<file path="src/rtl/iaw_pkg.sv">
package iaw_pkg;

   typedef enum logic [2:0] {
      IC_PLAIN    = 3'd0,
      IC_DELAYED  = 3'd1,
      IC_REPEAT   = 3'd2,
      IC_BR_SHORT = 3'd3,
      IC_BR_LONG  = 3'd4,
      IC_BITBR    = 3'd5,
      IC_JCC      = 3'd6,
      IC_SWI_TOP  = 3'd7
   } iclass_e;

endpackage

</file>
<file path="src/rtl/iaw_span_decode.sv">
module iaw_span_decode
   import iaw_pkg::*;
#(
   parameter int SLOT_W     = 2,
   parameter int WORD_W     = 2,
   parameter int LEFT_W     = 4,
   parameter int LOOP_GUARD = 3
) (
   input  logic [2:0]        cls_i,
   input  logic [WORD_W-1:0] words_i,
   input  logic              taken_i,
   input  logic [SLOT_W-1:0] slots_i,
   input  logic              loop_last_i,
   input  logic [LEFT_W-1:0] loop_left_i,
   input  logic              cond_pend_i,
   output logic [SLOT_W-1:0] span_o,
   output logic              arm_cond_o,
   output logic              cond_hit_o,
   output logic              loop_blk_o,
   output logic              swi_o
);

   localparam logic [SLOT_W-1:0] ONE_SPAN = SLOT_W'(1);
   localparam logic [WORD_W-1:0] ONE_WORD = WORD_W'(1);

   iclass_e cls;
   assign cls = iclass_e'(cls_i);

   always_comb begin
      span_o     = '0;
      arm_cond_o = 1'b0;
      swi_o      = 1'b0;
      unique case (cls)
         IC_DELAYED:  span_o = slots_i;
         IC_REPEAT,
         IC_BR_LONG,
         IC_JCC:      span_o = ONE_SPAN;
         IC_BR_SHORT: begin
            span_o     = ONE_SPAN;
            arm_cond_o = 1'b1;
         end
         IC_BITBR: begin
            if (!taken_i) begin
               span_o     = ONE_SPAN;
               arm_cond_o = 1'b1;
            end
         end
         IC_SWI_TOP:  swi_o = 1'b1;
         default:     span_o = '0;
      endcase
   end

   // A short branch decided one instruction ago: a one-word successor
   // extends the run by one more boundary.
   assign cond_hit_o = cond_pend_i && (words_i == ONE_WORD);

   generate
      if (LOOP_GUARD == 0) begin : g_no_loop_guard
         assign loop_blk_o = 1'b0;
      end else begin : g_loop_guard
         localparam logic [LEFT_W-1:0] GUARD = LEFT_W'(LOOP_GUARD);
         assign loop_blk_o = loop_last_i && (loop_left_i != '0)
                             && (loop_left_i <= GUARD);
      end
   endgenerate

endmodule

</file>
<file path="src/rtl/iaw_run_counter.sv">
module iaw_run_counter #(
   parameter int SLOT_W = 2
) (
   input  logic              clk,
   input  logic              rst_n,
   input  logic              issue_valid,
   input  logic [SLOT_W-1:0] span_i,
   input  logic              arm_cond_i,
   input  logic              swi_i,
   output logic [SLOT_W-1:0] cnt_q,
   output logic              cond_q,
   output logic              swi_q
);

   localparam logic [SLOT_W-1:0] ONE = SLOT_W'(1);

   logic [SLOT_W-1:0] dec_cnt, load_cnt, next_cnt;

   always_comb begin
      dec_cnt  = (cnt_q != '0) ? cnt_q - ONE : '0;
      load_cnt = (span_i != '0) ? span_i - ONE : '0;
      next_cnt = (load_cnt > dec_cnt) ? load_cnt : dec_cnt;
   end

   always_ff @(posedge clk or negedge rst_n) begin
      if (!rst_n) begin
         cnt_q  <= '0;
         cond_q <= 1'b0;
         swi_q  <= 1'b0;
      end else begin
         swi_q <= issue_valid && swi_i;
         if (issue_valid) begin
            if (swi_i) begin
               cnt_q  <= '0;
               cond_q <= 1'b0;
            end else begin
               cnt_q  <= next_cnt;
               cond_q <= arm_cond_i;
            end
         end
      end
   end

   // a nested protector never shortens the remaining run
   a_r11_no_shrink: assert property (@(posedge clk) disable iff (!rst_n)
      (issue_valid && !swi_i && cnt_q > ONE) |=> (cnt_q >= $past(cnt_q) - ONE));

   // a software interrupt leaves no run behind
   a_r8_swi_clears: assert property (@(posedge clk) disable iff (!rst_n)
      (issue_valid && swi_i) |=> (cnt_q == '0 && !cond_q));

endmodule

</file>
<file path="src/rtl/iaw_window_ctrl.sv">
module iaw_window_ctrl
   import iaw_pkg::*;
#(
   parameter int SLOT_W     = 2,
   parameter int WORD_W     = 2,
   parameter int LEFT_W     = 4,
   parameter int LOOP_GUARD = 3
) (
   input  logic              clk,
   input  logic              rst_n,
   input  logic              issue_valid,
   input  logic [2:0]        issue_class,
   input  logic [WORD_W-1:0] issue_words,
   input  logic              issue_taken,
   input  logic [SLOT_W-1:0] issue_slots,
   input  logic              issue_loop_last,
   input  logic [LEFT_W-1:0] issue_loop_left,
   input  logic              irq_req,
   output logic              allow_o,
   output logic              irq_take_o,
   output logic              swi_take_o
);

   generate
      if (SLOT_W < 1) begin : g_bad_slot
         $error("SLOT_W must be at least 1");
      end
      if (WORD_W < 1) begin : g_bad_word
         $error("WORD_W must be at least 1");
      end
      if (LOOP_GUARD < 0 || LOOP_GUARD >= (1 << LEFT_W)) begin : g_bad_guard
         $error("LOOP_GUARD must fit in LEFT_W bits");
      end
   endgenerate

   logic [SLOT_W-1:0] span, cnt_q;
   logic              arm_cond, cond_hit, loop_blk, swi, cond_q;
   logic              blocked;

   iaw_span_decode #(
      .SLOT_W(SLOT_W), .WORD_W(WORD_W), .LEFT_W(LEFT_W), .LOOP_GUARD(LOOP_GUARD)
   ) u_decode (
      .cls_i       (issue_class),
      .words_i     (issue_words),
      .taken_i     (issue_taken),
      .slots_i     (issue_slots),
      .loop_last_i (issue_loop_last),
      .loop_left_i (issue_loop_left),
      .cond_pend_i (cond_q),
      .span_o      (span),
      .arm_cond_o  (arm_cond),
      .cond_hit_o  (cond_hit),
      .loop_blk_o  (loop_blk),
      .swi_o       (swi)
   );

   iaw_run_counter #(.SLOT_W(SLOT_W)) u_run (
      .clk         (clk),
      .rst_n       (rst_n),
      .issue_valid (issue_valid),
      .span_i      (span),
      .arm_cond_i  (arm_cond),
      .swi_i       (swi),
      .cnt_q       (cnt_q),
      .cond_q      (cond_q),
      .swi_q       (swi_take_o)
   );

   assign blocked    = (cnt_q != '0) || cond_hit || (span != '0) || loop_blk || swi;
   assign allow_o    = issue_valid && !blocked;
   assign irq_take_o = allow_o && irq_req;

   // an active run refuses every boundary inside it
   a_r1_run_blocks: assert property (@(posedge clk) disable iff (!rst_n)
      (issue_valid && cnt_q != '0) |-> !allow_o);

   // a repeat instruction is never separated from its target
   a_r2_repeat_blocks: assert property (@(posedge clk) disable iff (!rst_n)
      (issue_valid && issue_class == 3'd2) |-> !allow_o);

   // a taken bit-test branch with no other protection is free
   a_r6_taken_free: assert property (@(posedge clk) disable iff (!rst_n)
      (issue_valid && issue_class == 3'd5 && issue_taken && cnt_q == '0
       && !cond_q && !loop_blk) |-> allow_o);

   // a software interrupt is followed by one exception request
   a_r8_swi_request: assert property (@(posedge clk) disable iff (!rst_n)
      (issue_valid && issue_class == 3'd7) |=> swi_take_o);

   // the exception request only ever follows an issued instruction
   a_r8_swi_origin: assert property (@(posedge clk) disable iff (!rst_n)
      swi_take_o |-> $past(issue_valid));

   // no interrupt is accepted without an issued instruction
   a_r10_take_on_issue: assert property (@(posedge clk) disable iff (!rst_n)
      irq_take_o |-> (issue_valid && irq_req && cnt_q == '0));

endmodule

</file>
<file path="config.mk">
export PLATFORM = sky130hd
export DESIGN_NAME = iaw_window_ctrl
export DESIGN_NICKNAME = d
export VERILOG_FILES = /design/src/rtl/iaw_pkg.sv /design/src/rtl/iaw_span_decode.sv /design/src/rtl/iaw_run_counter.sv /design/src/rtl/iaw_window_ctrl.sv
export SDC_FILE = /design/constraint.sdc
export NUM_CORES = 1
export LEC_CHECK = 0
export BUFFER_PORTS_ARGS = -buffer_cell sky130_fd_sc_hd__buf_2
export CORE_AREA = 2 2 39 41
export CTS_CLUSTER_DIAMETER = 100
export CTS_CLUSTER_SIZE = 8
export DETAILED_ROUTE_END_ITERATION = 8
export DIE_AREA = 0 0 41 43
export GPL_TIMING_DRIVEN = 1
export PLACE_DENSITY = 0.63
export SLEW_MARGIN = 20
export SYNTH_ARGS = -nofsm -noshare
export SYNTH_HDL_FRONTEND = slang
export SYNTH_SLANG_ARGS = --single-unit
</file>
<file path="constraint.sdc">
create_clock -name clk -period 1.6 [get_ports clk]
set_input_delay 0.32 -clock clk [delete_from_list [all_inputs] [get_ports clk]]
set_output_delay 0.32 -clock clk [all_outputs]
set_load 0.1 [all_outputs]
</file>
==> results.json, run 1 <==
{
  "status": "finished with violations",
  "violations": "setup timing",
  "cts_buffers": 3,
  "grt_pass1_vias": 419,
  "finalCritPeriodShare": 1.065,
  "drt-met1-wl_um": 364,
  "row_count": 14,
  "place.gp.congestion": 0.7413,
  "min_path_cells": 2,
  "synthDistinctLibCells": 19,
  "cp_max_fo": 5,
  "ys_seq_area_frac": 0.3019,
  "reg2reg_to": "u_run.cnt_q[0]",
  "synthCells": 41,
  "wl_um": 1002,
  "path_clk_slew_ns": 0.03,
  "synth-seq-cells": 4,
  "vias": 418,
  "peakVddDrop_mv": 0.3113,
  "multi_input_area_um2": 316.6,
  "dpl_cell_area_um2": 601.8,
  "die_h_um": 43,
  "stdcell_area_um2": 772.0,
  "synth_top_cell_by_area": "dfrtp_1",
  "fin_setup_tns_ns": -0.1880,
  "grt_usage": 0.1352,
  "netlist.area_leader.share": 0.3019,
  "area_delta_synth_final_pct": 132.8,
  "hp-class": "in2reg",
  "synth_edf_count": 0,
  "cpMaxStageDelayCell": "nor4_4",
  "route.met3.wl_um": 66,
  "worstHoldStart": "issue_valid",
  "fmax_mhz": 587.1,
  "slew_headroom": 0.6814,
  "worst_pin_slew_ns": 0.4812,
  "postSynthAreaPerCell_um2": 8.087,
  "power.density_mw_per_mm2": 509.6,
  "skew_ns": 0.000009909,
  "portBuffers": 19,
  "r2r_slack_ns": 0.06,
  "register_area_um2": 100.1,
  "nNetsFinal": 98,
  "dieArea_mm2": 0.001763,
  "cts_tree": "done",
  "hold_violations": 0,
  "drtPass1Iterations": 2,
  "grt_max_degree": 6,
  "cts.sinks": 4,
  "initial_core_util": 0.2396,
  "cts-root-buf": "clkbuf_4",
  "synthTopCellsByArea": "dfrtp_1 (30%), ha_1 (11%), nand2_1 (7.9%)",
  "r2r_cells": 7,
  "dp_hpwl_um": 713.6,
  "met2_length_um": 571,
  "setup_viol": 3,
  "grt_pass1_wl_um": 1573,
  "h-tree-depth": 1,
  "p_leak_nw": 0.3716,
  "path_class": "in2out",
  "ios": 20,
  "num-fill-cells": 111,
  "synth-main-ff-cell": "dfrtp_1",
  "rsz0062_at_grt": "true",
  "cts_buffer_depth": 2,
  "arrival_ns": 1.38,
  "worstSkewPairLatency_ns": 0.23,
  "max_cap_viol_count": 0,
  "async_reset_ff_frac": 1.000,
  "die_w_um": 41,
  "cp-start-kind": "primary input",
  "worst_path_most_repeated_cell": "buf_12",
  "post-route-util": 0.5579,
  "crit_path_end_kind": "output pin",
  "drtAntennaViolNets": 0,
  "maxUsedRoutingLayer": "met3",
  "min_to": "u_run.cnt_q[0]",
  "antenna_found_initial": 0,
  "synthesis.area_um2": 331.6,
  "diodes": 0,
  "drv_slew": 0,
  "synth_fp_nets": 61,
  "setup_ws_ns": -0.1033,
  "via_per_inst": 4.543,
  "dp_slack_ns": -0.3178,
  "crit_required_ns": 1.28,
  "fin_crit_ns": 1.703,
  "routedWlPerCell_um": 10.89,
  "yosys_warnings": 0,
  "drive_above_1_share": 0.6053,
  "rr_startpoint": "u_run.cnt_q[0]",
  "max_stage_delay_ns": 0.28,
  "drc": 0,
  "coreArea_mm2": 0.001384,
  "grt_remaining_overflow": 0,
  "crit_chain": "buf_12 -> nand4bb_4 -> buf_6 -> o41ai_4 -> nor4_4 -> and2_4 -> buf_12",
  "drt_iter0_markers": 3
}
-- cell usage after synthesis, types with 2 or more instances --
| library cell | count |
|---|---|
| nor2_1 | 6 |
| ha_1 | 3 |
| o22ai_1 | 2 |
| nand2_1 | 7 |
| mux2i_1 | 2 |
| dfrtp_1 | 4 |
| inv_1 | 5 |
-- logic make-up (layout without fill, tap and decap cells) --
| logic type | after synthesis | after routing | share of synthesized area |
|---|---|---|---|
| mux | 2 | 2 | 0.06038 |
| fa+ha+maj | 3 | 3 | 0.1132 |
| buf+inv | 6 | 41 | 0.06792 |
| simple gates | 19 | 19 | 0.3019 |
| flops | 4 | 4 | 0.3019 |
| compound gates | 7 | 7 | 0.1547 |
-- where the power goes --
| part | internal (mW) | switching (mW) |
|---|---|---|
| Combinational | 0.0882 | 0.0793 |
| Sequential | 0.106 | 0.00203 |
| Clock | 0.0834 | 0.0343 |
| Total | 0.278 | 0.116 |
-- registers in the layout, indices dropped and copies added (netlist names) --
| register | count |
|---|---|
| u_run.swi_q | 1 |
| u_run.cond_q | 1 |
| u_run.cnt_q | 2 |
-- cells in the final DEF (no fill, tap or decap), drive strengths merged, types with 2 or more instances in the layout --
master / n
o22ai: 2
dfrtp: 4
ha: 3
buf: 31
mux2i: 2
nand2: 7
nor2: 6
clkbuf: 3
inv: 6
-- per-layer routing --
layer	global-route usage	vias up
met5	0	-
met1	0.1307	190
met4	0.09333	0
met3	0.03665	0
met2	0.2281	16
li1	-	212
-- stage by stage --
step,instances,total power [mW],hold WS (ns)
after global placement,83,0.2385,0.1259
final,92,0.3934,0.3459
after detailed placement,83,0.2406,0.1265
after floorplan,41,0.1798,0.02441
after global routing,92,0.4267,0.3463
after CTS,92,0.3937,0.3382
-- worst max path at each step --
stage	end	depth (start not counted)	startpoint	slack (ns)
after global routing	irq_take_o	7	issue_class[1]	-0.16
final	irq_take_o	7	issue_class[1]	-0.10
after global placement	u_run.cnt_q[0]	10	issue_class[2]	-0.28
after detailed placement	u_run.cnt_q[0]	10	issue_class[2]	-0.32
after floorplan	irq_take_o	4	issue_class[1]	-0.88
after CTS	irq_take_o	5	u_run.cnt_q[0]	-0.15
-- final cells by class --
| class | instances | share of cell area |
|---|---|---|
| multi-input combinational | 31 | 0.4100 |
| timing repair buffer | 32 | 0.3760 |
| sequential | 4 | 0.1297 |
| clock buffer | 3 | 0.02917 |
| inverter | 6 | 0.02917 |
| tap | 16 | 0.02593 |
-- what timing repair did --
| action | CTS | global route |
|---|---|---|
| hold buffers | 1 | 0 |
| pin swaps | 5 | 3 |
| buffers inserted | 5 | 0 |
| endpoints found under the hold margin | 4 | 0 |
| resized for setup | 11 | 4 |
| setup endpoints to repair | 3 | 3 |
-- worst max-delay path: cells and delay by family --
family          cells  cell delay, ns
buf+inv             3            0.36
compound gates      1            0.07
simple gates        3            0.63
Power figures use the tool's default switching activity.
==> inputs of run 2 (changes only) <==
--- a/config.mk
+++ b/config.mk
@@ -13,6 +13,7 @@
 export DIE_AREA = 0 0 41 43
 export GPL_TIMING_DRIVEN = 1
 export PLACE_DENSITY = 0.63
+export REMOVE_ABC_BUFFERS = 1
 export SLEW_MARGIN = 20
 export SYNTH_ARGS = -nofsm -noshare
 export SYNTH_HDL_FRONTEND = slang
==> results.json, run 2 (synthesized netlist as in run 1, its figures left out) <==
{
  "status": "finished with violations",
  "violations": "setup timing",
  "worstHoldStart": "issue_valid",
  "reg_top3": "u_run.cnt_q (2), u_run.cond_q (1), u_run.swi_q (1)",
  "cts_tree": "done",
  "reg2reg_to": "u_run.cnt_q[0]",
  "cts-root-buf": "clkbuf_4",
  "met2_usage": 0.1813,
  "arrival_ns": 1.44,
  "cts.sinks": 4,
  "post-route-util": 0.4494,
  "setup_viol": 2,
  "cp_max_fo": 4,
  "die_h_um": 43,
  "crit_path_end_kind": "output pin",
  "dpl.cell_count": 86,
  "antenna_found_initial": 0,
  "portBuffers": 19,
  "dp_hpwl_um": 677.9,
  "setup_ws_ns": -0.1604,
  "crit_required_ns": 1.28,
  "drtAntennaViolNets": 0,
  "drtPass1Iterations": 3,
  "regMostFlops": "u_run.cnt_q",
  "p_leak_nw": 0.3247,
  "r2r_slack_ns": 0.05,
  "r2r_cells": 7,
  "ios": 20,
  "vias": 390,
  "finalPower_mw": 0.3628,
  "worst_pin_slew_ns": 0.5193,
  "max_cap_viol_count": 0,
  "slew_headroom": 0.6493,
  "layout_commonest_cell": "buf_2",
  "path_clk_slew_ns": 0.04,
  "grt_pass1_vias": 363,
  "drive_above_1_share": 0.5526,
  "routedWlPerCell_um": 9.065,
  "die_w_um": 41,
  "max_stage_delay_ns": 0.28,
  "row_count": 14,
  "dp_slack_ns": -0.3545,
  "cpLargestDelayFamily": "simple AND/OR/NAND/NOR gates",
  "coreArea_mm2": 0.001384,
  "via_per_inst": 4.239,
  "critical_path_buf_inv_count": 3,
  "grt_remaining_overflow": 0,
  "crit_chain": "buf_2 -> nand2_1 -> a2bb2oi_2 -> buf_4 -> nor4_4 -> and2_4 -> buf_12",
  "dieArea_mm2": 0.001763,
  "fmax_mhz": 568.1,
  "rsz0062_at_grt": "true",
  "area_delta_synth_final_pct": 87.55,
  "diodes": 0,
  "grt_pass1_wl_um": 1331,
  "cts_buffers": 3,
  "met1_usage": 0.1275,
  "initial_core_util": 0.2396,
  "drt_iter0_markers": 2,
  "cp-start-kind": "primary input",
  "hold_violations": 0,
  "grt-busiest-layer": "met2",
  "fin_crit_ns": 1.760,
  "hold_ws_ns": 0.3413,
  "cts_buffer_depth": 2,
  "mostFrequentLayoutCells": "buf_2 (16), buf_4 (13), nand2_1 (7)",
  "largest_reg_flops": 2,
  "path_class": "in2out",
  "h-tree-depth": 1,
  "grt_usage": 0.1160,
  "wl_um": 834,
  "finalNonFillerCells": 92,
  "peakVddDrop_mv": 0.4989,
  "cpMaxStageDelayCell": "nor4_4",
  "rr_startpoint": "u_run.cnt_q[0]",
  "drc": 0,
  "grt.met3_usage": 0.04712,
  "skew_ns": 0.00001377,
  "grt_max_degree": 6,
  "power.density_mw_per_mm2": 583.5,
  "hp-class": "in2reg",
  "drv_slew": 0,
  "place.gp.congestion": 0.6942,
  "min_to": "u_run.cnt_q[1]",
  "nNetsFinal": 98,
  "finalCritPeriodShare": 1.100,
  "min_path_cells": 2,
  "worstSkewPairLatency_ns": 0.24
}
## run 2: cell count changes in the layout (fill, tap and decap cells not counted), moves of 2 or more
cell and delta:
buf_12 -4, buf_4 +4, buf_2 +2, buf_6 -2, nor2_4 -2
## run 2: worst max-delay path by stage
stage / startpoint / endpoint / depth (start not counted)
floorplan: issue_class[2] / irq_take_o / 4
global placement: issue_class[1] / u_run.cnt_q[0] / 9
detailed placement: issue_class[1] / u_run.cnt_q[0] / 9
CTS: u_run.cnt_q[0] / irq_take_o / 5
global route: u_run.cnt_q[0] / irq_take_o / 5
finish: issue_class[0] / irq_take_o / 7
## run 2: area by class of cell
cell class	count	area (µm²)
inverter	6	22.52
fill	153	762.0
sequential	4	100.1
tap	16	20.02
clock buffer	3	22.52
multi-input combinational	31	229.0
timing repair buffer	32	227.7
## run 2: layer usage
| metal | vias up | routed length [µm] |
|---|---|---|
| li1 | 212 | - |
| met1 | 172 | 373 |
| met2 | 6 | 434 |
| met3 | 0 | 26 |
| met4 | 0 | 0 |
| met5 | - | 0 |
## run 2: per-stage QoR
step / area (µm²) / TNS [ns]
floorplan: 331.6 / -3.165
global placement: 551.8 / -0.6131
detailed placement: 551.8 / -0.6609
CTS: 591.8 / -0.4119
global route: 621.8 / -0.4894
finish: 621.8 / -0.2893
## run 2: what timing repair did
action	CTS	global route
setup endpoints to repair	3	3
pin swaps	1	1
hold endpoints to repair	4	0
setup buffers	1	1
resized for setup	1	7
hold buffers	1	0
## run 2: power by group
group	total (mW)	internal, mW	leakage (nW)	switching [mW]
Clock	0.127	0.0840	0.0138	0.0429
Sequential	0.108	0.106	0.0547	0.00250
Combinational	0.127	0.0629	0.256	0.0645
Total	0.363	0.253	0.325	0.110
## run 2: worst register-to-register path, cell delays in order, from the launching register on
cell and delay [ns]:
dfrtp_1 0.39, buf_4 0.14, nand2_1 0.09, ha_1 0.24
nor2b_1 0.13, o21ai_1 0.14, mux2i_1 0.20, o22ai_1 0.09
